## config.mk

```make
export PLATFORM = sky130hd
export DESIGN_NAME = vscale_ctrl
export DESIGN_NICKNAME = d
export VERILOG_FILES = /design/src/rtl/vsc_pkg.sv /design/src/rtl/vsc_ratio.sv /design/src/rtl/vsc_hgate.sv /design/src/rtl/vsc_vgate.sv /design/src/rtl/vscale_ctrl.sv
export SDC_FILE = /design/constraint.sdc
export NUM_CORES = 1
export LEC_CHECK = 0
export BUFFER_PORTS_ARGS = -buffer_cell sky130_fd_sc_hd__buf_2
export CAP_MARGIN = 10
export CORE_AREA = 2 2 133 135
export DETAILED_ROUTE_END_ITERATION = 16
export DIE_AREA = 0 0 135 137
export HOLD_SLACK_MARGIN = 0.06
export PLACE_DENSITY = 0.69
export RECOVER_POWER = 25
export SETUP_SLACK_MARGIN = 0.5
export SLEW_MARGIN = 30
export SYNTH_ARGS = -nofsm -noshare
export SYNTH_HDL_FRONTEND = slang
export SYNTH_HIERARCHICAL = 1
export SYNTH_SLANG_ARGS = --single-unit
```

## constraint.sdc

```tcl
create_clock -name clk -period 5.3 [get_ports clk]
set_input_delay 0.795 -clock clk [delete_from_list [all_inputs] [get_ports clk]]
set_output_delay 0.795 -clock clk [all_outputs]
set_load 0.02 [all_outputs]
```

## src/rtl/vsc_pkg.sv

```systemverilog
package vsc_pkg;
    parameter int unsigned VSC_W = 10;

    typedef enum logic [1:0] {
        BAND_NONE   = 2'd0,
        BAND_BYPASS = 2'd1,
        BAND_SCALE  = 2'd2
    } band_e;
endpackage

```

## src/rtl/vsc_ratio.sv

```systemverilog
// Single step of an error accumulator: keep when the running sum wraps.
module vsc_ratio #(
    parameter int unsigned W = 10
) (
    input  logic [W-1:0] acc,
    input  logic [W-1:0] dst,
    input  logic [W-1:0] src,
    output logic         keep,
    output logic [W-1:0] acc_nx
);
    logic [W:0] sum;

    always_comb begin
        sum = {1'b0, acc} + {1'b0, dst};
        if (dst >= src) begin
            keep   = 1'b1;
            acc_nx = '0;
        end else if (sum >= {1'b0, src}) begin
            keep   = 1'b1;
            acc_nx = W'(sum - {1'b0, src});
        end else begin
            keep   = 1'b0;
            acc_nx = sum[W-1:0];
        end
    end
endmodule

```

## src/rtl/vsc_hgate.sv

```systemverilog
// Per-sample keep decision inside one line.
module vsc_hgate #(
    parameter int unsigned W = 10
) (
    input  logic         clk,
    input  logic         rst_n,
    input  logic         sample,
    input  logic         line_start,
    input  logic         en_bypass,
    input  logic         en_scaled,
    input  logic [W-1:0] xo,
    input  logic [W-1:0] xs,
    input  logic [W-1:0] xd,
    output logic         pix_keep
);
    localparam logic [W-1:0] CNT_MAX = {W{1'b1}};

    typedef struct packed {
        logic [W-1:0] cnt;
        logic [W-1:0] acc;
        logic         keep;
    } hstate_t;

    hstate_t st_d, st_q;
    logic [W-1:0] idx;
    logic [W-1:0] acc_base;
    logic         in_win;
    logic         r_keep;
    logic [W-1:0] r_acc;

    assign idx      = line_start ? '0 : st_q.cnt;
    assign acc_base = line_start ? '0 : st_q.acc;
    assign in_win   = ({1'b0, idx} >= {1'b0, xo}) &&
                      ({1'b0, idx} <  ({1'b0, xo} + {1'b0, xs}));

    vsc_ratio #(.W(W)) u_hratio (
        .acc    (acc_base),
        .dst    (xd),
        .src    (xs),
        .keep   (r_keep),
        .acc_nx (r_acc)
    );

    always_comb begin
        st_d      = st_q;
        st_d.cnt  = idx;
        st_d.acc  = acc_base;
        st_d.keep = 1'b0;
        if (sample) begin
            st_d.cnt = (idx == CNT_MAX) ? idx : idx + 1'b1;
            if (en_bypass) begin
                st_d.keep = 1'b1;
            end else if (en_scaled && in_win) begin
                st_d.acc  = r_acc;
                st_d.keep = r_keep;
            end
        end
    end

    always_ff @(posedge clk) begin
        if (!rst_n) st_q <= '0;
        else        st_q <= st_d;
    end

    assign pix_keep = st_q.keep;

    // a sample on a bypass line is always kept one cycle later
    a_r8_bypass_keeps_all: assert property (@(posedge clk) disable iff (!rst_n)
        (sample && en_bypass) |=> pix_keep);
endmodule

```

## src/rtl/vsc_vgate.sv

```systemverilog
// Line index, band membership and vertical keep decision.
module vsc_vgate #(
    parameter int unsigned W = 10
) (
    input  logic         clk,
    input  logic         rst_n,
    input  logic         frame_start,
    input  logic         line_end,
    input  logic [W-1:0] yo,
    input  logic [W-1:0] ys,
    input  logic [W-1:0] yd,
    input  logic [W-1:0] bs,
    input  logic [W-1:0] bc,
    output logic         in_bypass,
    output logic         in_scale,
    output logic         line_keep,
    output logic         line_inc
);
    import vsc_pkg::*;

    localparam logic [W-1:0] LINE_MAX = {W{1'b1}};

    typedef struct packed {
        logic [W-1:0] line;
        logic [W-1:0] acc;
        band_e        band;
        logic         vkeep;
        logic         inc;
    } vstate_t;

    vstate_t st_d, st_q;
    logic [W-1:0] nl;
    logic [W-1:0] acc_base;
    logic         nl_scale, nl_bypass, cur_keep;
    logic         r_keep;
    logic [W-1:0] r_acc;

    assign nl        = frame_start ? '0 :
                       (st_q.line == LINE_MAX) ? st_q.line : st_q.line + 1'b1;
    assign acc_base  = frame_start ? '0 : st_q.acc;
    assign nl_scale  = ({1'b0, nl} >= {1'b0, yo}) &&
                       ({1'b0, nl} <  ({1'b0, yo} + {1'b0, ys}));
    assign nl_bypass = ({1'b0, nl} >= {1'b0, bs}) &&
                       ({1'b0, nl} <  ({1'b0, bs} + {1'b0, bc}));
    assign cur_keep  = (st_q.band == BAND_BYPASS) ||
                       ((st_q.band == BAND_SCALE) && st_q.vkeep);

    vsc_ratio #(.W(W)) u_vratio (
        .acc    (acc_base),
        .dst    (yd),
        .src    (ys),
        .keep   (r_keep),
        .acc_nx (r_acc)
    );

    always_comb begin
        st_d     = st_q;
        st_d.inc = line_end && !frame_start && cur_keep;
        if (frame_start || line_end) begin
            st_d.line = nl;
            st_d.acc  = acc_base;
            if (nl_scale) begin
                st_d.band  = BAND_SCALE;
                st_d.acc   = r_acc;
                st_d.vkeep = r_keep;
            end else if (nl_bypass) begin
                st_d.band  = BAND_BYPASS;
                st_d.vkeep = 1'b0;
            end else begin
                st_d.band  = BAND_NONE;
                st_d.vkeep = 1'b0;
            end
        end
    end

    always_ff @(posedge clk) begin
        if (!rst_n) st_q <= '0;
        else        st_q <= st_d;
    end

    assign in_bypass = (st_q.band == BAND_BYPASS);
    assign in_scale  = (st_q.band == BAND_SCALE);
    assign line_keep = cur_keep;
    assign line_inc  = st_q.inc;

    // a line end without a new field moves the index up by one (or holds at the top)
    a_r5_line_advances: assert property (@(posedge clk) disable iff (!rst_n)
        (line_end && !frame_start) |=>
        ((st_q.line == $past(st_q.line) + 1'b1) || ($past(st_q.line) == LINE_MAX)));
endmodule

```

## src/rtl/vscale_ctrl.sv

```systemverilog
module vscale_ctrl #(
    parameter int unsigned W = vsc_pkg::VSC_W
) (
    input  logic         clk,
    input  logic         rst_n,
    input  logic         pix_en,
    input  logic         href,
    input  logic         vsync,
    input  logic [W-1:0] cfg_xo,
    input  logic [W-1:0] cfg_xs,
    input  logic [W-1:0] cfg_xd,
    input  logic [W-1:0] cfg_yo,
    input  logic [W-1:0] cfg_ys,
    input  logic [W-1:0] cfg_yd,
    input  logic [W-1:0] cfg_bs,
    input  logic [W-1:0] cfg_bc,
    output logic         pix_keep,
    output logic         line_keep,
    output logic         in_bypass,
    output logic         in_scale,
    output logic         line_inc
);
    typedef struct packed {
        logic href;
        logic vs;
    } edge_t;

    edge_t ed_d, ed_q;
    logic  href_rise, href_fall, vs_rise, sample;

    always_comb begin
        ed_d.href = href;
        ed_d.vs   = vsync;
    end

    always_ff @(posedge clk) begin
        if (!rst_n) ed_q <= '0;
        else        ed_q <= ed_d;
    end

    assign href_rise = href && !ed_q.href;
    assign href_fall = !href && ed_q.href;
    assign vs_rise   = vsync && !ed_q.vs;
    assign sample    = pix_en && href;

    vsc_vgate #(.W(W)) u_vgate (
        .clk         (clk),
        .rst_n       (rst_n),
        .frame_start (vs_rise),
        .line_end    (href_fall),
        .yo          (cfg_yo),
        .ys          (cfg_ys),
        .yd          (cfg_yd),
        .bs          (cfg_bs),
        .bc          (cfg_bc),
        .in_bypass   (in_bypass),
        .in_scale    (in_scale),
        .line_keep   (line_keep),
        .line_inc    (line_inc)
    );

    vsc_hgate #(.W(W)) u_hgate (
        .clk        (clk),
        .rst_n      (rst_n),
        .sample     (sample),
        .line_start (href_rise),
        .en_bypass  (in_bypass),
        .en_scaled  (in_scale && line_keep),
        .xo         (cfg_xo),
        .xs         (cfg_xs),
        .xd         (cfg_xd),
        .pix_keep   (pix_keep)
    );

    // a keep strobe always follows an actual sample
    a_r3_keep_after_sample: assert property (@(posedge clk) disable iff (!rst_n)
        pix_keep |-> $past(pix_en && href));

    // nothing is kept on a line that is not passed
    a_r11_keep_needs_line: assert property (@(posedge clk) disable iff (!rst_n)
        pix_keep |-> $past(line_keep));

    // the line-increment output is a single-cycle pulse
    a_r10_inc_single: assert property (@(posedge clk) disable iff (!rst_n)
        line_inc |=> !line_inc);
endmodule

```

Word-level counts from Yosys, hierarchy flattened
Cells that the tools add are included.

storage, ports and cells
  register bits after elaboration = 47
  input port bits = 85
  output and inout bits = 5
  logic and storage cells = 73

cells by class
  add/sub/neg operators = 9
  $lt $le $gt $ge = 10
  eq/ne operators = 4
  mux-type cells = 21
  reduce and logical (&&, ||, !) cells = 19

operator list
  cell                   count
  $mux 10                12
  $add 10x10->11         5
  $ge 10x10->1           5
  $lt 10x11->1           3
  $ge 11x10->1           2
  $mux 21                1
  $add 10x1->10 const B  2
  $eq 10x10->1 const B   2
  $sub 10x10->10         2
  $logic_and 1x1->1      12
  $mux 11                1
  $mux 1                 5
  $logic_not 1->1        4
  $mux 3                 1
  $eq 2x1->1 const B     1
  $eq 2x2->1 const B     1
  $logic_or 1x1->1       2
  $mux 2                 1
  $reduce_and 2->1       1

Logic depth before layout (Yosys ltp)
Gate-level depths: netlist (run 1).

  word-level depth = 10
  depth in mapped cells = 21
  gate-level depth less buffers = 18

By module
The synthesis (run 1) kept the hierarchy.

by module, submodules not included
  module                        instances  cells an instance  area an instance (µm²)  sequential area each (µm²)
  vsc_vgate                     1          353                2954.1                  480.5
  vsc_hgate                     1          232                1928.1                  420.4
  vsc_ratio (u_hgate.u_hratio)  1          177                1305.0                  0.0
  vsc_ratio (u_vgate.u_vratio)  1          176                1292.5                  0.0
  vscale_ctrl                   1          9                  86.3                    40.0

Worst setup path after synthesis (run 1)
No wires, ideal clock.

  kind = input to register
  from = input port vsync
  to = register u_vgate/st_q[8] (netlist bit)
  setup time = 117 ps
  arrival = 4821 ps
  required time = 5183 ps
  setup slack = 362 ps
  stages on the path = 16
  path buffers = 2
  cell sequence = nor2b_1 -> clkbuf_8 -> clkdlybuf4s50_2 -> and2b_2 -> ha_1 -> nor2b_1 -> o31ai_2 -> nand2_1 -> o311ai_0 -> ha_1 -> a21oi_1 -> nor3b_1 -> a21boi_1 -> nor2_1 -> o41ai_2 -> a22o_1

between the ends
  longest elaborated chain between the ends = 7
  elaborated cells on any way between the ends = 13
  classes of those cells = 2 x add/sub; 3 x order compare; 5 x mux; 3 x reduce/logical

ends and longest elaborated chain
  item                                            RTL line                          source
  from (decl)                                     vscale_ctrl.sv:8                  input logic vsync,
  $logic_and 1x1->1 (*)                           vscale_ctrl.sv:43                 assign vs_rise = vsync && !ed_q.vs;
  $mux 10 (*)                                     vsc_vgate.sv:40                   assign acc_base = frame_start ? '0 : st_q.acc;
  via u_vgate.acc_base[2]                         vsc_vgate.sv:33                   logic [W-1:0] acc_base;
  $add 10x10->11 (*)                              vsc_ratio.sv:14                   sum = {1'b0, acc} + {1'b0, dst};
  $sub 10x10->10 or $ge 11x10->1 (tied branches)  vsc_ratio.sv:20, vsc_ratio.sv:18
  $mux 10 (*)                                     vsc_ratio.sv:18                   end else if (sum >= {1'b0, src}) begin
  $mux 10 (*)                                     vsc_ratio.sv:15                   if (dst >= src) begin
  via u_vgate.r_acc[4]                            vsc_vgate.sv:36                   logic [W-1:0] r_acc;
  $mux 10 (*)                                     vsc_vgate.sv:62                   if (nl_scale) begin
  to (signal assigned)                            vsc_vgate.sv:78                   else st_q <= st_d;
  to (decl)                                       vsc_vgate.sv:31                   vstate_t st_d, st_q;

The timed path passes the listed nets; every way through them passes the cells marked *.
A chain may end at the register's enable or synchronous reset.

Worst setup path in the final report (run 1)
  from = input port href
  to = register u_hgate/st_q[2] (netlist bit)

between the ends
  longest elaborated chain between the ends = 9
  elaborated cells on any way between the ends = 16
  classes of those cells = 2 x add/sub; 3 x order compare; 7 x mux; 4 x reduce/logical

ends and longest elaborated chain
  item                                            RTL line                          source
  from (decl)                                     vscale_ctrl.sv:7                  input logic href,
  $logic_and 1x1->1 (*)                           vscale_ctrl.sv:41                 assign href_rise = href && !ed_q.href;
  via href_rise                                   vscale_ctrl.sv:29                 logic href_rise, href_fall, vs_rise, sample;
  $mux 10 (*)                                     vsc_hgate.sv:32                   assign acc_base = line_start ? '0 : st_q.acc;
  via u_hgate.acc_base[0]                         vsc_hgate.sv:26                   logic [W-1:0] acc_base;
  $add 10x10->11 (*)                              vsc_ratio.sv:14
  $sub 10x10->10 or $ge 11x10->1 (tied branches)  vsc_ratio.sv:20, vsc_ratio.sv:18
  $mux 10 (*)                                     vsc_ratio.sv:18
  $mux 10 (*)                                     vsc_ratio.sv:15
  via u_hgate.r_acc[1]                            vsc_hgate.sv:29                   logic [W-1:0] r_acc;
  $mux 11 (*)                                     vsc_hgate.sv:53                   end else if (en_scaled && in_win) begin
  $mux 10 (*)                                     vsc_hgate.sv:51                   if (en_bypass) begin
  $mux 21 (*)                                     vsc_hgate.sv:49                   if (sample) begin
  to (signal assigned)                            vsc_hgate.sv:62                   else st_q <= st_d;
  to (decl)                                       vsc_hgate.sv:24                   hstate_t st_d, st_q;

Marks and branches as above.

==> run summary, run 1 <==
worst endpoint required time = 5.51 ns
Ant. Diodes = 0
Initial Utilization = 0.444
Longest Clk Path Bufs = 2
PortBufs = 89
Antenna Nets Post-Route = 0
Post-Syn Area = 0.00757 sq mm
Core Box Area = 0.0171 sq mm
CTS tree = done
vias = 7109
Post-synth ARST share = 0
share of the synthesized area in the top cell type = 0.240
Yosys top cell by area = ha_1
RSZ-0062 raised after global routing = false
reg2reg start = ed_q[1]
GPL Wtd Cong = 0.909
largest family of logic cells by synthesized area = adder cells
measured slew at the worst slew-check pin = 1.42 ns
setup TNS = 0 ns
ys flop type = dfxtp_1
Post-Synth Adder-Cell Area = 0.261
post-DR wirelength/cell = 15.1 microns
Leak Pwr = 4.06 nW
clock sink count = 47
# DRC = 0
Tightest Hold Check Type = reg -> reg
status = completed
maximum VDD drop = 0.112 mV
XOR/XNOR share of the synthesized area = 0.0648
Final Skew = 0.0116 ns
Final Cycle Share = 0.842
critical path type = in -> reg
Max Fclk = 224 MHz
max_cap viols = 0
Fillers = 1740
# H-tree levels = 2
synth unique cells = 98
Post-Syn Nets = 1184
Die ar. = 0.0185 sq mm
Horiz. Die Dim = 135 microns
DIE HEIGHT = 137 microns
Synth Area in Compound Gates = 0.254
CP Capture Type = register
P per Cell Area = 145 mW/mm^2
Mean Syn Cell Area = 7.99 sq um
Clock transition at path regs = 0.06 ns
Post-DP HPWL = 16100 microns
Pins Over Slew Limit = 0
worst rel slew slack = 0.0514
area grow syn2layout = 10.6%
count of boundary I/O pins = 90
Fin. Hold Viols = 0
mux contribution to synthesized area = 0.0172
critical path arrival = 4.67 ns
hold path startpoint = u_vgate/st_q[1]
worst-path fanout max = 11
drt pass-1 iters = 5
most frequent cell after synthesis = ha_1
Post-synth EDFFs = 0
cts hold-fix bufs = 0
number of DRC markers in iteration 0 = 479
global-route wire length before repair = 31300 microns
GRT Resource Usage Total = 0.206
fraction of layout cells with a size suffix above 1 = 0.152
Post-Synth Simple-Gate Area = 0.213
initial antenna violation count = 0
largest net degree at the start of global routing = 38
Setup crit start kind = primary input
grt ovf = 0
NumNets Final = 1269
Root Driver = clkbuf_16
vias in the first global route = 6593
Final setup viols = 0
via/cell ratio = 5.65
final wirelength = 19000 microns
flops & latches, synth = 47
Worst-Skew Late Latency = 0.30 ns
TritonCTS Buffers = 5
Synth Warn # = 6
Mapped Cells = 947
Final min period = 4.46 ns
Worst Setup SP = href
Post-synth top cells = ha_1, inv_1, a21oi_1
standard-cell row count = 48
part of the Yosys area used for sequential elements = 0.124
Pwr Total = 1.21 mW
ranking of synthesized cells by area = ha_1, dfxtp_1, a21oi_1
through the flow:
stage	cell area, sq um	hold WS [ns]	setup slack, ns	util	cells
floorplan	7580	0.433	0.570	-	947
global placement	8220	0.458	0.492	0.482	1250
detailed placement	8220	0.463	0.454	0.482	1250
CTS	8370	0.475	0.752	0.491	1258
global route	8370	0.517	0.527	0.491	1258
finish	8370	0.469	0.838	0.491	1258
placed cells by master, fill, tap and decap left out, drive strengths merged, types with 9 or more instances in the layout:
cell type	count
a211oi	10
a21o	14
a21oi	76
a22o	10
a31oi	10
and2b	12
and3	11
buf	90
clkbuf	10
dfxtp	47
ha	145
inv	98
mux2i	13
nand2	63
nand2b	9
nand3	32
nand4	17
nor2	53
nor2b	32
nor3	21
nor3b	10
o21a	15
o21ai	45
o31ai	12
xnor2	33
xor2	23
what timing repair did:
action | 4_1_cts | 5_1_grt
buffers inserted | 0 | 0
resized for setup | 0 | 3
endpoints found under the setup margin | 0 | 12
registers in the layout, summed over array words and instances, names as in the netlist:
register          count
ed_q                  2
u_vgate/st_q         23
u_hgate/st_q         20
u_hgate/pix_keep      1
u_vgate/line_inc      1
critical path, cell delays in order:
cell,delay [ns]
buf_2,0.12
and2b_2,0.25
nor2b_1,0.19
ha_1,0.19
inv_1,0.05
fa_1,0.41
nor2b_1,0.20
o31ai_2,0.11
a211o_1,0.30
o311ai_1,0.12
ha_1,0.37
a21oi_1,0.23
nor3b_1,0.38
a21bo_2,0.35
a21oi_1,0.12
a311oi_2,0.25
nand2_1,0.07
mux2i_1,0.16
area by class of cell:
| class | count | area (sq um) | share of cell area |
|---|---|---|---|
| Multi-Input combinational cell | 785 | 6140 | 0.734 |
| Sequential cell | 47 | 941 | 0.112 |
| Timing Repair Buffer | 95 | 484 | 0.0579 |
| Inverter | 98 | 370 | 0.0443 |
| Tap cell | 225 | 282 | 0.0336 |
| Clock buffer | 5 | 125 | 0.0149 |
| Clock inverter | 3 | 22.5 | 0.00269 |
logic make-up (layout without fill, tap and decap cells):
kind of cell / count (synthesis) / count (layout)
buffers and inverters: 115 / 201
xor gates and xnor gates: 56 / 56
and+or+nand+nor: 295 / 295
muxes: 13 / 13
adders and majority gates: 154 / 154
AOI/OAI and AO/OA: 267 / 267
DFF: 47 / 47
per-layer routing:
layer | GRT usage | wire length, microns | up-vias | part of all wire
li1 | - | - | 3665 | -
met1 | 0.283 | 9360 | 3269 | 0.49
met2 | 0.353 | 8700 | 162 | 0.46
met3 | 0.0185 | 707 | 13 | 0.037
met4 | 0.0434 | 221 | 0 | 0.012
met5 | 0 | 0 | - | 0
worst paths after layout:
path	end	slack [ns]	cells after the start
hold / removal	u_vgate/st_q[1]	0.47	2
hold reg to reg	u_vgate/st_q[1]	0.47	2
setup / recovery	u_hgate/st_q[2]	0.84	18
setup reg to reg	u_hgate/st_q[2]	1.11	17
power breakdown:
part	internal [mW]	switching, mW
Combinational	0.228	0.301
Sequential	0.355	0.00101
Clock	0.177	0.148
(Power assumes the default switching activity.)
==> inputs of run 2 (changes only) <==
ABC_AREA = 1   (was not set)
CORE_AREA = 2 2 140 142   (was 2 2 133 135)
DIE_AREA = 0 0 142 144   (was 0 0 135 137)
PLACE_DENSITY = 0.71   (was 0.69)
clock period = 3.6 ns   (was 5.3 ns; I/O delays follow)
==> run 2 against run 1 <==
Effect of this change: setup slack got worse by 0.69 ns; synthesized cell count rose by 44%; via count rose by 32%; total power grew 83%; combinational power increased by 130%; register-to-register slack got worse by 0.92 ns; die area is 11% higher; core utilization increased by 11 points.
==> run summary, run 2 <==
Setup crit start kind = primary input (unchanged)
# H-tree levels = 2 (unchanged)
Final Cycle Share = 0.959
Post-Syn Nets = 1605 (was 1184)
area grow syn2layout = 36.9% (was 10.6%)
Antenna Nets Post-Route = 0 (unchanged)
PortBufs = 89 (unchanged)
critical path arrival = 3.68 ns (was 4.67 ns)
Longest Clk Path Bufs = 2 (unchanged)
NumNets Final = 1817 (was 1269)
Final setup viols = 0 (unchanged)
Largest register FFs = 23 (unchanged)
WHS Endpoint = ed_q[0] (was u_vgate/st_q[1])
XOR/XNOR share of the synthesized area = 0.0447 (was 0.0648)
Ant. Diodes = 0 (unchanged)
worst endpoint required time = 3.83 ns (was 5.51 ns)
Mapped Cells = 1368 (was 947)
TritonCTS Buffers = 5 (unchanged)
largest net degree at the start of global routing = 26 (was 38)
Post-synth EDFFs = 0 (unchanged)
worst-path fanout max = 5 (was 11)
Mean Syn Cell Area = 6.16 sq um (was 7.99 sq um)
Leak Pwr = 6.19 nW (was 4.06 nW)
flops & latches, synth = 47 (unchanged)
Core Box Area = 0.0191 sq mm (was 0.0171 sq mm)
measured slew at the worst slew-check pin = 1.13 ns (was 1.42 ns)
hold path startpoint = vsync (was u_vgate/st_q[1])
Pins Over Slew Limit = 0 (unchanged)
setup ws final = 0.149 ns (was 0.838 ns)
post-DR wirelength/cell = 14.0 microns (was 15.1 microns)
Worst-Skew Late Latency = 0.29 ns (was 0.30 ns)
largest registers = u_vgate/st_q: 23 flops, u_hgate/st_q: 20 flops, ed_q: 2 flops (unchanged)
Post-Syn Area = 0.00843 sq mm (was 0.00757 sq mm)
via/cell ratio = 5.16 (was 5.65)
Post-Synth Simple-Gate Area = 0.376 (was 0.213)
Post-DP HPWL = 19400 microns (was 16100 microns)
final wirelength = 25500 microns (was 19000 microns)
hold slack = 0.466 ns (was 0.469 ns)
count of boundary I/O pins = 90 (unchanged)
FF-to-FF path depth = 24 (was 17)
most frequent cell after synthesis = nand2_1 (was ha_1)
number of DRC markers in iteration 0 = 545 (was 479)
GPL Wtd Cong = 0.909 (about the same)
Tightest Hold Check Type = in -> reg (was reg -> reg)
Clock transition at path regs = 0.07 ns (was 0.06 ns)
hold path depth = 3 (was 2)
GRT Resource Usage Total = 0.237 (was 0.206)
worst rel slew slack = 0.244 (was 0.0514)
drt pass-1 iters = 6 (was 5)
Max Fclk = 290 MHz
most frequent cells in the layout = nand2_1, inv_1, nor2_1 (was ha_1, inv_1, buf_2)
critical path type = in -> reg (unchanged)
global-route wire length before repair = 39900 microns (was 31300 microns)
Die ar. = 0.0204 sq mm (was 0.0185 sq mm)
Initial Utilization = 0.442 (was 0.444)
Placement Setup Slack = -0.243 ns (was 0.454 ns)
largest family of logic cells by synthesized area = simple AND/OR/NAND/NOR gates (was adder cells)
Yosys top cell by area = ha_1 (unchanged)
CP Capture Type = register (unchanged)
DIE HEIGHT = 144 microns (was 137 microns)
vias = 9383 (was 7109)
fraction of layout cells with a size suffix above 1 = 0.324 (was 0.152)
Worst R2R End = u_hgate/st_q[10] (was u_hgate/st_q[2])
Final Skew = 0.0115 ns (was 0.0116 ns)
largest reg by FF count = u_vgate/st_q (unchanged)
share of the synthesized area in the top cell type = 0.215 (was 0.240)
cts hold-fix bufs = 0 (unchanged)
RSZ-0062 raised after global routing = true (was false)
standard-cell row count = 51 (was 48)
Synth Warn # = 6 (unchanged)
ys flop type = dfxtp_1 (unchanged)
most common cell after layout, fill and taps aside = nand2_1 (was ha_1)
clock sink count = 47 (unchanged)
max_cap viols = 0 (unchanged)
initial antenna violation count = 0 (unchanged)
reg2reg start = ed_q[1] (unchanged)
vias in the first global route = 8700 (was 6593)
Post-synth ARST share = 0 (unchanged)
part of the Yosys area used for sequential elements = 0.112 (was 0.124)
r2r setup slk = 0.19 ns (was 1.11 ns)
maximum VDD drop = 0.193 mV (was 0.112 mV)
Post-Synth Adder-Cell Area = 0.232 (was 0.261)
Final min period = 3.45 ns
Root Driver = clkbuf_16 (unchanged)
status = completed (unchanged)
mux contribution to synthesized area = 0 (was 0.0172)
grt ovf = 0 (unchanged)
Horiz. Die Dim = 142 microns (was 135 microns)
setup TNS = 0 ns (unchanged)
CTS tree = done (unchanged)
Synth Area in Compound Gates = 0.116 (was 0.254)
Post-synth top cells = nand2_1, inv_1, nor2_1 (was ha_1, inv_1, a21oi_1)
# DRC = 0 (unchanged)
Fin. Hold Viols = 0 (unchanged)
P per Cell Area = 191 mW/mm^2 (was 145 mW/mm^2)
ranking of synthesized cells by area = ha_1, nand2_1, dfxtp_1 (was ha_1, dfxtp_1, a21oi_1)
synth unique cells = 38 (was 98)
run 2: cells by family (layout without fill, tap and decap cells):
| logic type | Yosys count | after routing |
|---|---|---|
| compound gates | 166 | 166 |
| buf+inv | 250 | 460 |
| simple gates | 710 | 713 |
| flops | 47 | 47 |
| xor+xnor | 43 | 43 |
| fa+ha+maj | 152 | 152 |
run 2: how the worst max path moves through the flow:
stage	startpoint	endpoint	slack, ns
3_3_place_gp	vsync	u_vgate/st_q[8]	-0.19
4_1_cts	vsync	u_vgate/st_q[12]	0.33
5_1_grt	href	u_hgate/st_q[10]	-0.03
2_1_floorplan	vsync	u_vgate/st_q[12]	0.20
6_report	href	u_hgate/st_q[10]	0.15
3_5_place_dp	vsync	u_vgate/st_q[8]	-0.24
run 2: final cells by class:
class / count / area, sq um
fillers: 1672 / 7540
inverters: 233 / 912
clock buffers: 6 / 129
flip-flops and latches: 47 / 947
repair inverters: 2 / 11.3
repair buffers: 217 / 1470
multi-input cells: 1074 / 7760
well taps: 238 / 298
clock inverters: 2 / 17.5
run 2: power by group:
group,switching [mW],internal [mW]
clock network,0.199,0.260
logic,0.700,0.516
registers,0.00684,0.527
total,0.906,1.30
run 2: worst max-delay path, stage by stage:
cell and delay [ns]:
buf_12 0.09, inv_12 0.03, nor2_4 0.21, clkinvlp_4 0.21, nand2_2 0.11, inv_2 0.05
ha_4 0.31, nand2_2 0.10, nor2_4 0.15, nand3_4 0.09, nand2_4 0.10, xor2_4 0.19
ha_4 0.25, nand2_1 0.09, nand2_2 0.07, a21oi_4 0.14, nand3_4 0.11, nand2_4 0.12
inv_1 0.05, nor2_1 0.11, nand2_1 0.10, nor2_2 0.12, inv_1 0.06, nand4_1 0.09
nand2_1 0.06, nor2_1 0.11
run 2: through the flow:
stage,power (mW),util,instances,instance area (sq um)
after floorplan,1.25,-,1368,8770
after global placement,1.53,0.528,1773,10100
after detailed placement,1.55,0.528,1773,10100
after CTS,2.11,0.575,1804,11000
after global routing,2.37,0.605,1819,11500
final,2.21,0.605,1819,11500
run 2: repair_timing:
| item | in CTS | in global routing |
|---|---|---|
| gates resized for setup | 122 | 103 |
| pin swaps | 71 | 59 |
| setup buffers | 19 | 14 |
| cloned | 4 | 1 |
| setup endpoints to repair | 24 | 24 |
run 2: per-layer routing:
layer  vias to the layer above  track usage  part of all wire
met3                        56       0.0219             0.046
met2                       254        0.434              0.48
met4                         0       0.0684             0.029
met5                         -            0                 0
li1                       4826            -                 -
met1                      4247        0.296              0.44
